==> src/rtl/ctl_mode_pkg.sv <==
`timescale 1ns/1ps
package ctl_mode_pkg;

    localparam int MODE_W = 3;

    typedef enum logic [MODE_W-1:0] {
        MODE_OPEN       = 3'd0,
        MODE_FWD_ACT    = 3'd1,
        MODE_FWD_OHT    = 3'd2,
        MODE_GS_TIP     = 3'd3,
        MODE_RINGING    = 3'd4,
        MODE_REV_ACT    = 3'd5,
        MODE_REV_OHT    = 3'd6,
        MODE_GS_RING    = 3'd7
    } line_mode_e;

endpackage

==> src/rtl/ctl_code_filter.sv <==
`timescale 1ns/1ps
module ctl_code_filter #(
    parameter int CODE_W = 3
) (
    input  logic              clk,
    input  logic              rst_n,
    input  logic              strobe,
    input  logic [CODE_W-1:0] code_i,
    output logic [CODE_W-1:0] prim_o,
    output logic              chg_o
);

    typedef struct packed {
        logic [CODE_W-1:0] prim;
        logic [CODE_W-1:0] cand;
        logic              pend;
        logic              chg;
    } flt_t;

    flt_t flt_d, flt_q;

    always_comb begin
        flt_d     = flt_q;
        flt_d.chg = 1'b0;
        if (strobe) begin
            if (!flt_q.pend) begin
                if (code_i != flt_q.prim) begin
                    flt_d.cand = code_i;
                    flt_d.pend = 1'b1;
                end
            end else if (code_i == flt_q.cand) begin
                flt_d.prim = flt_q.cand;
                flt_d.pend = 1'b0;
                flt_d.chg  = 1'b1;
            end else if (code_i == flt_q.prim) begin
                flt_d.pend = 1'b0;
            end else begin
                flt_d.cand = code_i;
            end
        end
    end

    always_ff @(posedge clk or negedge rst_n) begin
        if (!rst_n) begin
            flt_q <= '0;
        end else begin
            flt_q <= flt_d;
        end
    end

    assign prim_o = flt_q.prim;
    assign chg_o  = flt_q.chg;

endmodule

==> src/rtl/ctl_mode_onehot.sv <==
`timescale 1ns/1ps
module ctl_mode_onehot #(
    parameter int CODE_W = 3,
    localparam int MODES = 1 << CODE_W
) (
    input  logic [CODE_W-1:0] code_i,
    output logic [MODES-1:0]  onehot_o
);

    for (genvar k = 0; k < MODES; k++) begin : g_bit
        assign onehot_o[k] = (code_i == CODE_W'(k));
    end

endmodule

==> src/rtl/ctl_mode_filter_top.sv <==
`timescale 1ns/1ps
module ctl_mode_filter_top
    import ctl_mode_pkg::*;
#(
    parameter int NUM_CH = 2,
    parameter int CODE_W = MODE_W,
    parameter int HS_W   = 2,
    localparam int BYTE_W = NUM_CH * CODE_W + HS_W,
    localparam int MODES  = 1 << CODE_W
) (
    input  logic                       clk,
    input  logic                       rst_n,
    input  logic                       frame_vld,
    input  logic [BYTE_W-1:0]          frame_byte,
    output logic [NUM_CH*CODE_W-1:0]   mode_o,
    output logic [NUM_CH-1:0]          chg_o,
    output logic [NUM_CH*MODES-1:0]    onehot_o,
    output logic [HS_W-1:0]            hs_o
);

    typedef struct packed {
        logic [HS_W-1:0] hs;
    } hs_t;

    hs_t hs_d, hs_q;

    always_comb begin
        hs_d = hs_q;
        if (frame_vld) begin
            hs_d.hs = frame_byte[HS_W-1:0];
        end
    end

    always_ff @(posedge clk or negedge rst_n) begin
        if (!rst_n) begin
            hs_q <= '0;
        end else begin
            hs_q <= hs_d;
        end
    end

    assign hs_o = hs_q.hs;

    for (genvar c = 0; c < NUM_CH; c++) begin : g_ch
        localparam int MSB = BYTE_W - 1 - c * CODE_W;
        logic [CODE_W-1:0] acc_mode;

        ctl_code_filter #(.CODE_W(CODE_W)) filt_i (
            .clk    (clk),
            .rst_n  (rst_n),
            .strobe (frame_vld),
            .code_i (frame_byte[MSB -: CODE_W]),
            .prim_o (acc_mode),
            .chg_o  (chg_o[c])
        );

        ctl_mode_onehot #(.CODE_W(CODE_W)) dec_i (
            .code_i   (acc_mode),
            .onehot_o (onehot_o[c*MODES +: MODES])
        );

        assign mode_o[c*CODE_W +: CODE_W] = acc_mode;
    end

endmodule

==> config.mk <==
export PLATFORM = sky130hd
export DESIGN_NAME = ctl_mode_filter_top
export DESIGN_NICKNAME = d
export VERILOG_FILES = /design/src/rtl/ctl_mode_pkg.sv /design/src/rtl/ctl_code_filter.sv /design/src/rtl/ctl_mode_onehot.sv /design/src/rtl/ctl_mode_filter_top.sv
export SDC_FILE = /design/constraint.sdc
export NUM_CORES = 1
export LEC_CHECK = 0
export BUFFER_PORTS_ARGS = -buffer_cell sky130_fd_sc_hd__buf_2
export CAP_MARGIN = 20
export CORE_ASPECT_RATIO = 1.5
export CORE_MARGIN = 5
export CORE_UTILIZATION = 52
export CTS_CLUSTER_SIZE = 14
export DETAILED_ROUTE_END_ITERATION = 12
export GPL_TIMING_DRIVEN = 0
export PLACE_DENSITY = 0.94
export SYNTH_ARGS = -nofsm -noshare
export SYNTH_HDL_FRONTEND = slang
export SYNTH_SLANG_ARGS = --single-unit
==> constraint.sdc <==
create_clock -name clk -period 2.2 [get_ports clk]
set_clock_uncertainty 0.05 [all_clocks]
set_input_delay 0.66 -clock clk [delete_from_list [all_inputs] [get_ports clk]]
set_output_delay 0.66 -clock clk [all_outputs]
set_load 0.005 [all_outputs]
; Word level (Yosys, flattened, before mapping)
; Cells that the tools add are included.
[totals]
reg_bits = 18
in_bits = 11
elab_cells = 59
[classes]
muxes = 18
n_reduce_logical = 8
eq_ne = 24
[op_table]
columns = op, n
row1 = $eq 3x3->1 const B, 8
row2 = $mux 4, 4
row3 = $eq 3x2->1 const B, 4
row4 = $eq 3x3->1, 4
row5 = $mux 3, 4
row6 = $mux 1, 10
row7 = $ne 2x2->1 const B, 4
row8 = $reduce_and 4->1, 2
row9 = $eq 3x1->1 const B, 2
row10 = $logic_not 3->1, 2
row11 = $ne 3x3->1, 2
row12 = $reduce_and 3->1, 2
row13 = $reduce_bool 2->1, 2

; Longest topological paths before layout
; Gate-level depths: netlist of the first run.
[logic_depth]
word_depth = 4
depth_mapped = 5
depth_no_buf = 4

; Hierarchy
; A second synthesis of the first run with hierarchy kept.
[unflattened]
hier_cells = 96
area_unflattened_um2 = 1053.5
[by_module_without_submodules]
columns = module, cells_per_inst, area_per_inst_um2, instances
row1 = ctl_code_filter, 38, 425.4, 2
row2 = ctl_mode_onehot, 8, 65.1, 2
row3 = ctl_mode_filter_top, 4, 72.6, 1

; Least setup slack after synthesis of the first run
; No wires, ideal clock.
[synth_timing]
path_kind = input-to-reg
startpoint = input frame_byte[7]
endpoint = register g_ch[0].filt_i.flt_q (netlist bit g_ch[0].filt_i.prim_o[0])
slack_ps = 514
t_arrival_ps = 1512
path_stages = 4
required_time_ps = 2025
cell_sequence = xor2_1 -> nor4_2 -> nand2_2 -> mux2_2
[synth_via]
elab_chain_cells = 2
[synth_rtl]
columns = element, line
row1 = "start, declared", ctl_mode_filter_top.sv:14  ; input logic [BYTE_W-1:0] frame_byte,
row2 = $eq 3x3->1, ctl_code_filter.sv:31  ; end else if (code_i == flt_q.cand) begin
row3 = $reduce_and 3->1 (no source line), n/a
row4 = "end signal, assigned", ctl_code_filter.sv:47  ; flt_q <= flt_d;
row5 = "end, declared", ctl_code_filter.sv:20  ; flt_t flt_d, flt_q;
; No other way between the ends.
; A chain may end at the register's enable or synchronous reset.

; Worst setup path in the final report of the first run
[layout_timing]
startpoint = register g_ch[0].filt_i.flt_q (netlist bit g_ch[0].filt_i.prim_o[0])
endpoint = output onehot_o[1]
[layout_via]
elab_chain_cells = 1
[layout_rtl]
columns = element, line
row1 = $eq 3x1->1, ctl_mode_onehot.sv:11  ; assign onehot_o[k] = (code_i == CODE_W'(k));
row2 = "end, declared", ctl_mode_filter_top.sv:17  ; output logic [NUM_CH*MODES-1:0] onehot_o,
; No other way between the ends.

==> flow_metrics.py, run 1 <==
metrics = {
    "outcome": {
        "outcome": "finished clean",
    },
    "min_path": {
        "worstHoldPathType": "primary input to async pin",
    },
    "pwr": {
        "p_leak_nw": 0.668,
        "power_per_cell_area_nw_per_um2": 1240,
        "irDropWorstVdd_v": 0.000676,
    },
    "sta": {
        "rsz0062_at_grt": "false",
        "final-max-slew-violation-count": 0,
        "max_slew.worst_pin.slew_ps": 396,
        "final.period_utilization_pct": 93.1,
        "hold_violations": 0,
        "period_needed_ps": 2050,
        "hold_slack_ps": 228,
        "clock.fmax_mhz": 488,
        "setup_viol": 0,
        "tns_ps": 0,
        "relSlewSlack_pct": 73.6,
    },
    "cells_and_area": {
        "diodes": 0,
        "n_fill_cell": 168,
        "post-route-cell-area_sq_um": 1290,
        "syn_to_final_growth_pct": 22.9,
        "layout-drive-gt1-share_pct": 48.2,
        "seqCellArea_sq_um": 450,
        "multi_input_area_sq_um": 482,
        "final_cell_mix": "buf_2, dfrtp_1, mux2_2",
        "layout_commonest_cell": "buf_2",
        "fin_nets": 153,
    },
    "logic_synthesis": {
        "seq_area_frac_synth_pct": 43.0,
        "syn-instance-count": 102,
        "synth_area_leader_cell": "dfrtp_1",
        "syn_nets": 113,
        "syn-cell-area_sq_um": 1050,
        "synth.top_cell.area_share_pct": 43.0,
        "synth_area_leaders": "dfrtp_1, mux2_2, xnor2_1, buf_4, nor3b_1",
        "synth_cell_types": 27,
        "syn_area_per_cell_sq_um": 10.3,
        "ys_ff_latch": 18,
        "synth_warnings": 0,
    },
    "floorplan": {
        "die_h_um": 65.0,
        "initial_utilization_pct": 53.0,
        "num_rows": 20,
        "coreArea_sq_um": 1980,
        "die-area_sq_um": 3030,
        "io_pins": 37,
        "fp.dieW_um": 46.6,
    },
    "critical_path": {
        "worstPathMaxFanout": 10,
        "cp.required_ps": 1490,
        "rr_startpoint": "g_ch[1].filt_i.prim_o[0]",
        "cp.arrival_ps": 1340,
        "crit_type": "flip-flop to output pin",
        "reg2reg_slack_ps": 550,
        "worstReg2RegEnd": "g_ch[1].filt_i.flt_q[2]",
        "start_kind": "flip-flop",
        "worst_setup_path_end_kind": "output pin",
        "critPathLaunch": "g_ch[0].filt_i.prim_o[0]",
        "rr_worst_depth": 5,
    },
    "grt": {
        "grt_max_degree": 19,
        "antenna_found_initial": 0,
        "grt_pass1_wl_um": 3670,
        "grt_overflow_total": 0,
        "grt_usage_pct": 16.5,
        "grt_pass1_vias": 865,
    },
    "cts": {
        "clockRootBuffer": "clkbuf_4",
        "clockBufferDepth": 2,
        "clk_pin_slew_ps": 100,
        "htreeDepth": 1,
        "insertion_delay_ps": 290,
        "post_cts.resized_instances": 0,
        "cts_tree": "built",
        "cts_buffers": 3,
        "clock-sinks": 18,
    },
    "detailed_routing": {
        "drt-total-wl_um": 2130,
        "drtIter0Drc": 8,
        "wire_per_inst_um": 13.1,
        "via_per_inst": 5.26,
        "ant_nets": 0,
        "first_pass_iters": 4,
        "via_count": 858,
        "drc": 0,
    },
    "run": {
        "maxCapViolations": 0,
    },
    "placement": {
        "placed_area_sq_um": 1250,
        "place.gp.congestion": 0.813,
        "io_buffer_count": 36,
        "post-dp-hpwl_um": 1750,
    },
}
[logic make-up (layout without fill, tap and decap cells)]
group | count (synthesis) | after routing | share of synthesized area (%)
compound gates | 9 | 9 | 5.38
xor+xnor | 12 | 12 | 10.0
buf+inv | 21 | 60 | 11.0
flops | 18 | 18 | 43.0
mux | 12 | 12 | 12.9
simple gates | 30 | 30 | 17.7
[metal layers]
layer	wire length, um	GRT usage [%]
met5	0	0
met4	10	6.57
met2	1200	30.3
met1	786	17.3
met3	140	3.06
[registers in the layout, indices dropped and copies added, names as in the netlist]
| register | count |
|---|---|
| g_ch.filt_i.chg_o | 2 |
| g_ch.filt_i.flt_q | 8 |
| g_ch.filt_i.prim_o | 6 |
| hs_o | 2 |
[through the flow]
step / cells / power, mW / worst slack [ps] / utilization (%)
3_3_place_gp: 160 / 1.37 / 302 / 63.5
5_1_grt: 163 / 1.73 / 45.4 / 65.1
4_1_cts: 164 / 1.62 / 21.8 / 65.3
2_1_floorplan: 102 / 1.13 / 514 / -
3_5_place_dp: 160 / 1.42 / 274 / 63.5
6_report: 163 / 1.60 / 151 / 65.1
[critical path, cell delays in order, from the launching register on]
cell and delay, ps:
dfrtp_1 410, clkbuf_1 290, nor3b_1 220, buf_2 140
[worst max-delay path by stage]
stage / slack, ps / depth (start not counted) / end
global route: 50 / 3 / onehot_o[1]
floorplan: 510 / 4 / g_ch[0].filt_i.prim_o[0]
CTS: 20 / 4 / onehot_o[14]
finish: 150 / 3 / onehot_o[1]
detailed placement: 270 / 5 / g_ch[1].filt_i.prim_o[0]
global placement: 300 / 5 / g_ch[0].filt_i.prim_o[0]
[synthesized netlist by cell type]
cell type and n:
o21ai_0 4, o211ai_1 1, buf_4 8, mux2_2 12, nor3_1 3, dfrtp_1 18
o2111ai_1 1, or2_1 1, nor3b_1 7, buf_2 5, o21ai_1 1, nand3_1 2
nand4_1 2, clkbuf_1 2, nand4b_1 1, nand2_1 5, nand3b_1 1, nand2_2 1
and3_1 1, nor4_2 1, and3b_1 2, xor2_1 4, xnor2_1 8, a31oi_1 1
nor2_1 3, a31o_2 1, inv_1 6
[cell type report]
type                    instances  area share [%]
plain buffers                  14            6.90
clock buffers                   4            2.82
inverters                       6            1.75
multi-input cells              63            37.4
flip-flops and latches         18            35.0
well taps                      22            2.14
repair buffers                 36            14.0
[power breakdown]
group          leakage [nW]  total (mW)  internal (mW)  switching, mW
combinational         0.432       0.849          0.454          0.396
sequential            0.215       0.551          0.448          0.103
clock                0.0210       0.197          0.101         0.0964
[repair_timing]
| action | 4_1_cts | 5_1_grt |
|---|---|---|
| hold buffers | 0 | 0 |
| buffers inserted | 0 | 0 |
| hold endpoints to repair | 0 | 0 |
| setup endpoints to repair | 0 | 4 |
Note: power is estimated with default switching activity, not from simulation.
==> run 2: changes to the inputs <==
--- a/config.mk
+++ b/config.mk
@@ -7,13 +7,13 @@
 export LEC_CHECK = 0
 export BUFFER_PORTS_ARGS = -buffer_cell sky130_fd_sc_hd__buf_2
 export CAP_MARGIN = 20
-export CORE_ASPECT_RATIO = 1.5
 export CORE_MARGIN = 5
-export CORE_UTILIZATION = 52
+export CORE_UTILIZATION = 55
+export CTS_BUF_LIST = sky130_fd_sc_hd__clkbuf_8
 export CTS_CLUSTER_SIZE = 14
 export DETAILED_ROUTE_END_ITERATION = 12
 export GPL_TIMING_DRIVEN = 0
-export PLACE_DENSITY = 0.94
+export PLACE_DENSITY = 0.95
 export SYNTH_ARGS = -nofsm -noshare
 export SYNTH_HDL_FRONTEND = slang
 export SYNTH_SLANG_ARGS = --single-unit
==> run 2 against run 1 <==
Net effect:
- die area is 5.1% lower
- highest routed layer unchanged
- critical path type unchanged
- routed wire length grew 13%
- final area grew 2.0%
- critical endpoint is now onehot_o[14]
- count of clock-buffer cells in the layout is the same
==> flow_metrics.py, run 2 (same netlist as run 1, synthesis figures left out) <==
metrics = {
    "cells_and_area": {
        "diodes": 0,
        "post-route-cell-area_sq_um": 1310,
        "fin_nets": 154,
        "regMostFlops": "g_ch.filt_i.flt_q",
        "syn_to_final_growth_pct": 25.4,
        "largest_reg_flops": 8,
        "final_cell_mix": "buf_2, dfrtp_1, mux2_2",
        "final_cells": 167,
        "layout-drive-gt1-share_pct": 47.9,
        "layout_commonest_cell": "buf_2",
    },
    "cts": {
        "cts_tree": "built",
        "insertion_delay_ps": 250,
        "post_cts.resized_instances": 0,
        "clockRootBuffer": "clkbuf_8",
        "cts_buffers": 3,
        "post_cts_buffers": 0,
        "clockBufferDepth": 2,
        "hold_buffers": 0,
        "clk_pin_slew_ps": 60,
        "htreeDepth": 1,
        "clock-sinks": 18,
    },
    "sta": {
        "final.period_utilization_pct": 95.4,
        "relSlewSlack_pct": 73.8,
        "tns_ps": 0,
        "rsz0062_at_grt": "false",
        "hold_violations": 0,
        "period_needed_ps": 2100,
        "setup_viol": 0,
        "final-max-slew-violation-count": 0,
        "clock.fmax_mhz": 477,
        "max_slew.worst_pin.slew_ps": 393,
    },
    "floorplan": {
        "coreArea_sq_um": 1760,
        "io_pins": 37,
        "fp.dieW_um": 53.6,
        "die_h_um": 53.6,
        "initial_utilization_pct": 59.4,
        "num_rows": 15,
        "die-area_sq_um": 2880,
    },
    "grt": {
        "grt_overflow_total": 0,
        "grt_pass1_wl_um": 4090,
        "grt_usage_pct": 19.5,
        "antenna_found_initial": 0,
        "grt_max_degree": 19,
        "grt_pass1_vias": 904,
    },
    "pwr": {
        "p_leak_nw": 0.677,
        "finalPower_mw": 1.70,
        "power.share.switching_pct": 37.2,
        "switchingPower_uw": 633,
        "irDropWorstVdd_v": 0.000791,
        "p_int_mw": 1.07,
        "pwr-share-seq_pct": 31.9,
        "power_per_cell_area_nw_per_um2": 1290,
        "power.share.clock_pct": 15.5,
        "power_frac_comb_pct": 52.6,
    },
    "placement": {
        "place.gp.congestion": 0.789,
        "placed_area_sq_um": 1260,
        "io_buffer_count": 36,
        "post-dp-hpwl_um": 1750,
        "dp_cells": 163,
    },
    "detailed_routing": {
        "drt-total-wl_um": 2410,
        "ant_nets": 0,
        "drtIter0Drc": 30,
        "via_count": 918,
        "via_per_inst": 5.50,
        "first_pass_iters": 4,
        "wire_per_inst_um": 14.4,
        "drc": 0,
    },
    "critical_path": {
        "rr_worst_depth": 5,
        "crit_cells": 4,
        "max_stage_delay_ps": 340,
        "path_cells": "clkbuf_1 -> inv_1 -> nor3b_1 -> buf_2",
        "critical_path_buf_inv_count": 3,
        "cp.arrival_ps": 1390,
        "worst_setup_path_end_kind": "output pin",
        "worstPathMaxFanout": 7,
        "cp.required_ps": 1490,
        "crit_family": "buffers and inverters",
        "start_kind": "flip-flop",
        "crit_type": "flip-flop to output pin",
        "cp_slowest_cell": "dfrtp_1",
    },
    "min_path": {
        "worstHoldPathType": "primary input to async pin",
    },
    "run": {
        "maxCapViolations": 0,
    },
    "outcome": {
        "outcome": "finished clean",
    },
}
==> run 2: layout make-up <==
cell class                 instances  area, sq um
timing repair buffer              36          180
multi-input combinational         63          482
fill                             130          450
inverter                           6         22.5
tap                               25         31.3
sequential                        18          450
clock buffer                       4         55.1
buffer                            15         92.6
==> run 2: worst paths after layout <==
kind,start,slack [ps],to
hold / removal,rst_n,270,hs_o[1]
hold reg to reg,hs_o[0],460,hs_o[0]
max in group asynchronous,rst_n,1550,g_ch[1].filt_i.flt_q[4]
min in group clk,hs_o[0],460,hs_o[0]
setup reg to reg,g_ch[1].filt_i.prim_o[0],470,g_ch[1].filt_i.flt_q[3]
setup / recovery,g_ch[1].filt_i.prim_o[2],100,onehot_o[14]
==> run 2: power groups by stage <==
stage / clock network [mW] / logic [mW] / registers (mW)
final: 0.264 / 0.893 / 0.542
after global routing: 0.285 / 0.989 / 0.553
after CTS: 0.268 / 0.895 / 0.540
after detailed placement: 0 / 0.880 / 0.543
after global placement: 0 / 0.836 / 0.527
after floorplan: 0 / 0.612 / 0.517
==> run 2: routing by layer <==
layer  vias to the layer above  global-route usage (%)  part of all wire [%]
met4                         0                    4.68                   1.0
li1                        420                       -                     -
met1                       449                    23.1                    37
met2                        43                    35.7                    55
met5                         -                       0                     0
met3                         6                    4.16                   7.2
==> run 2: worst register-to-register path: stages (launching register included) <==
cell	delay, ps
dfrtp_1	390
buf_2	180
xnor2_1	240
nand2_1	130
o21ai_1	260
mux2_2	370
==> run 2: through the flow <==
step	setup WS [ps]	util, %	hold WS, ps
2_1_floorplan	514	-	314
3_3_place_gp	319	71.3	436
3_5_place_dp	288	71.3	453
4_1_cts	115	74.5	284
5_1_grt	21.0	74.5	308
6_report	102	74.5	275
==> run 3: changes to the inputs <==
==> constraint.sdc (replaced) <==
create_clock -name clk -period 2.2 [get_ports clk]
set_clock_uncertainty 0.05 [all_clocks]
set_input_delay 0.22 -clock clk [delete_from_list [all_inputs] [get_ports clk]]
set_output_delay 0.22 -clock clk [all_outputs]
set_load 0.005 [all_outputs]
==> run 3 against run 2 <==
Net effect:
- utilization up 0.57 points
- final area up 0.76%
- sequential power about the same
- combinational power up 0.6%
- critical path type is now flip-flop to flip-flop
- largest power group unchanged
- highest routed layer unchanged
==> flow_metrics.py, run 3 (same netlist as run 1, synthesis figures left out) <==
metrics = {
    "outcome": {
        "outcome": "finished clean",
    },
    "cts": {
        "htreeDepth": 1,
        "cts_tree": "built",
        "clockBufferDepth": 2,
        "clock-sinks": 18,
        "post_cts_buffers": 0,
        "insertion_delay_ps": 250,
        "clk_pin_slew_ps": 60,
        "clockRootBuffer": "clkbuf_8",
        "cts_buffers": 3,
    },
    "grt": {
        "grt_max_degree": 19,
        "antenna_found_initial": 0,
        "grt_pass1_wl_um": 4120,
        "grt_overflow_total": 0,
        "grt_pass1_vias": 904,
        "grt_usage_pct": 19.8,
    },
    "cells_and_area": {
        "layout-drive-gt1-share_pct": 47.6,
        "syn_to_final_growth_pct": 26.4,
        "layout_commonest_cell": "buf_2",
        "post-route-cell-area_sq_um": 1320,
        "fin_nets": 155,
        "diodes": 0,
        "regMostFlops": "g_ch.filt_i.flt_q",
        "final_cell_mix": "buf_2, dfrtp_1, mux2_2",
        "largest_reg_flops": 8,
    },
    "sta": {
        "hold_violations": 0,
        "final-max-slew-violation-count": 0,
        "period_needed_ps": 1740,
        "relSlewSlack_pct": 73.8,
        "max_slew.worst_pin.slew_ps": 392,
        "fin_ws_ps": 457,
        "rsz0062_at_grt": "false",
        "tns_ps": 0,
        "clock.fmax_mhz": 574,
        "setup_viol": 0,
        "final.period_utilization_pct": 79.2,
    },
    "pwr": {
        "irDropWorstVdd_v": 0.000792,
        "p_leak_nw": 0.681,
        "power_per_cell_area_nw_per_um2": 1290,
        "finalPower_mw": 1.71,
    },
    "floorplan": {
        "num_rows": 15,
        "initial_utilization_pct": 59.4,
        "fp.dieW_um": 53.6,
        "io_pins": 37,
        "coreArea_sq_um": 1760,
        "die-area_sq_um": 2880,
        "die_h_um": 53.6,
    },
    "critical_path": {
        "crit_family": "flip-flops",
        "max_stage_delay_ps": 390,
        "cp.arrival_ps": 1830,
        "start_kind": "flip-flop",
        "critical_path_buf_inv_count": 1,
        "crit_type": "flip-flop to flip-flop",
        "worstPathMaxFanout": 9,
        "path_cells": "buf_2 -> xnor2_1 -> nand2_1 -> o21ai_1 -> mux2_2",
        "cp.required_ps": 2290,
        "cp_slowest_cell": "dfrtp_1",
        "worst_setup_path_end_kind": "flip-flop",
    },
    "detailed_routing": {
        "drt-total-wl_um": 2470,
        "via_count": 907,
        "drtIter0Drc": 35,
        "via_per_inst": 5.40,
        "drc": 0,
        "ant_nets": 0,
        "first_pass_iters": 4,
        "wire_per_inst_um": 14.7,
    },
    "placement": {
        "place.gp.congestion": 0.789,
        "post-dp-hpwl_um": 1750,
        "placed_area_sq_um": 1260,
        "io_buffer_count": 36,
        "place_ws_ps": 501,
    },
    "min_path": {
        "worstHoldPathType": "primary input to flip-flop",
    },
    "run": {
        "maxCapViolations": 0,
    },
}
[run 3: cell count changes in the layout (fill, tap and decap cells not counted)]
cell	previous run	this run
dlygate4sd3_1	0	1
[run 3: power by group]
group	leakage, nW	switching, mW	internal (mW)
combinational	0.437	0.439	0.459
sequential	0.215	0.0920	0.450
clock	0.0288	0.108	0.159
[run 3: final cells by class]
type | instances | area, sq um
inverter | 6 | 22.5
buffer | 15 | 92.6
clock buffer | 4 | 55.1
multi-input combinational | 63 | 482
fill | 132 | 440
timing repair buffer | 37 | 190
sequential | 18 | 450
tap | 25 | 31.3
[run 3: metal layers]
metal	track usage, %	up-vias	part of all wire [%]
met5	0	-	0
met4	5.96	0	2.7
met3	4.16	10	5.7
met2	35.7	33	53
met1	23.4	442	38
li1	-	422	-
[run 3: final timing paths]
path	from	to	slack, ps	cells after the start
max in group asynchronous	rst_n	g_ch[0].filt_i.prim_o[2]	1460	2
worst max-delay path	g_ch[1].filt_i.prim_o[0]	g_ch[1].filt_i.flt_q[3]	460	5
min in group asynchronous	rst_n	hs_o[1]	370	2
worst min register to register	hs_o[0]	hs_o[0]	460	1
worst max register to register	g_ch[1].filt_i.prim_o[0]	g_ch[1].filt_i.flt_q[3]	460	5
worst min-delay path	frame_byte[1]	hs_o[1]	150	2
[run 3: repair_timing]
| action | 4_1_cts | 5_1_grt |
|---|---|---|
| endpoints found under the hold margin | 18 | 0 |
| resized for setup | 0 | 0 |
| hold buffers | 1 | 0 |
[run 3: worst reg2reg max path, delay by kind of cell (launching register included)]
family / cells / cell delay, ps
flops: 1 / 390
mux: 1 / 380
compound gates: 1 / 270
xor+xnor: 1 / 240
buf+inv: 1 / 180
simple gates: 1 / 130
[run 3: stage by stage]
step                hold WS (ps)  instances  util (%)
finish                       147        168      75.0
detailed placement           115        163      71.3
global placement             107        163      71.3
global route                 160        168      75.0
CTS                          150        168      75.0
floorplan                   -126        102         -
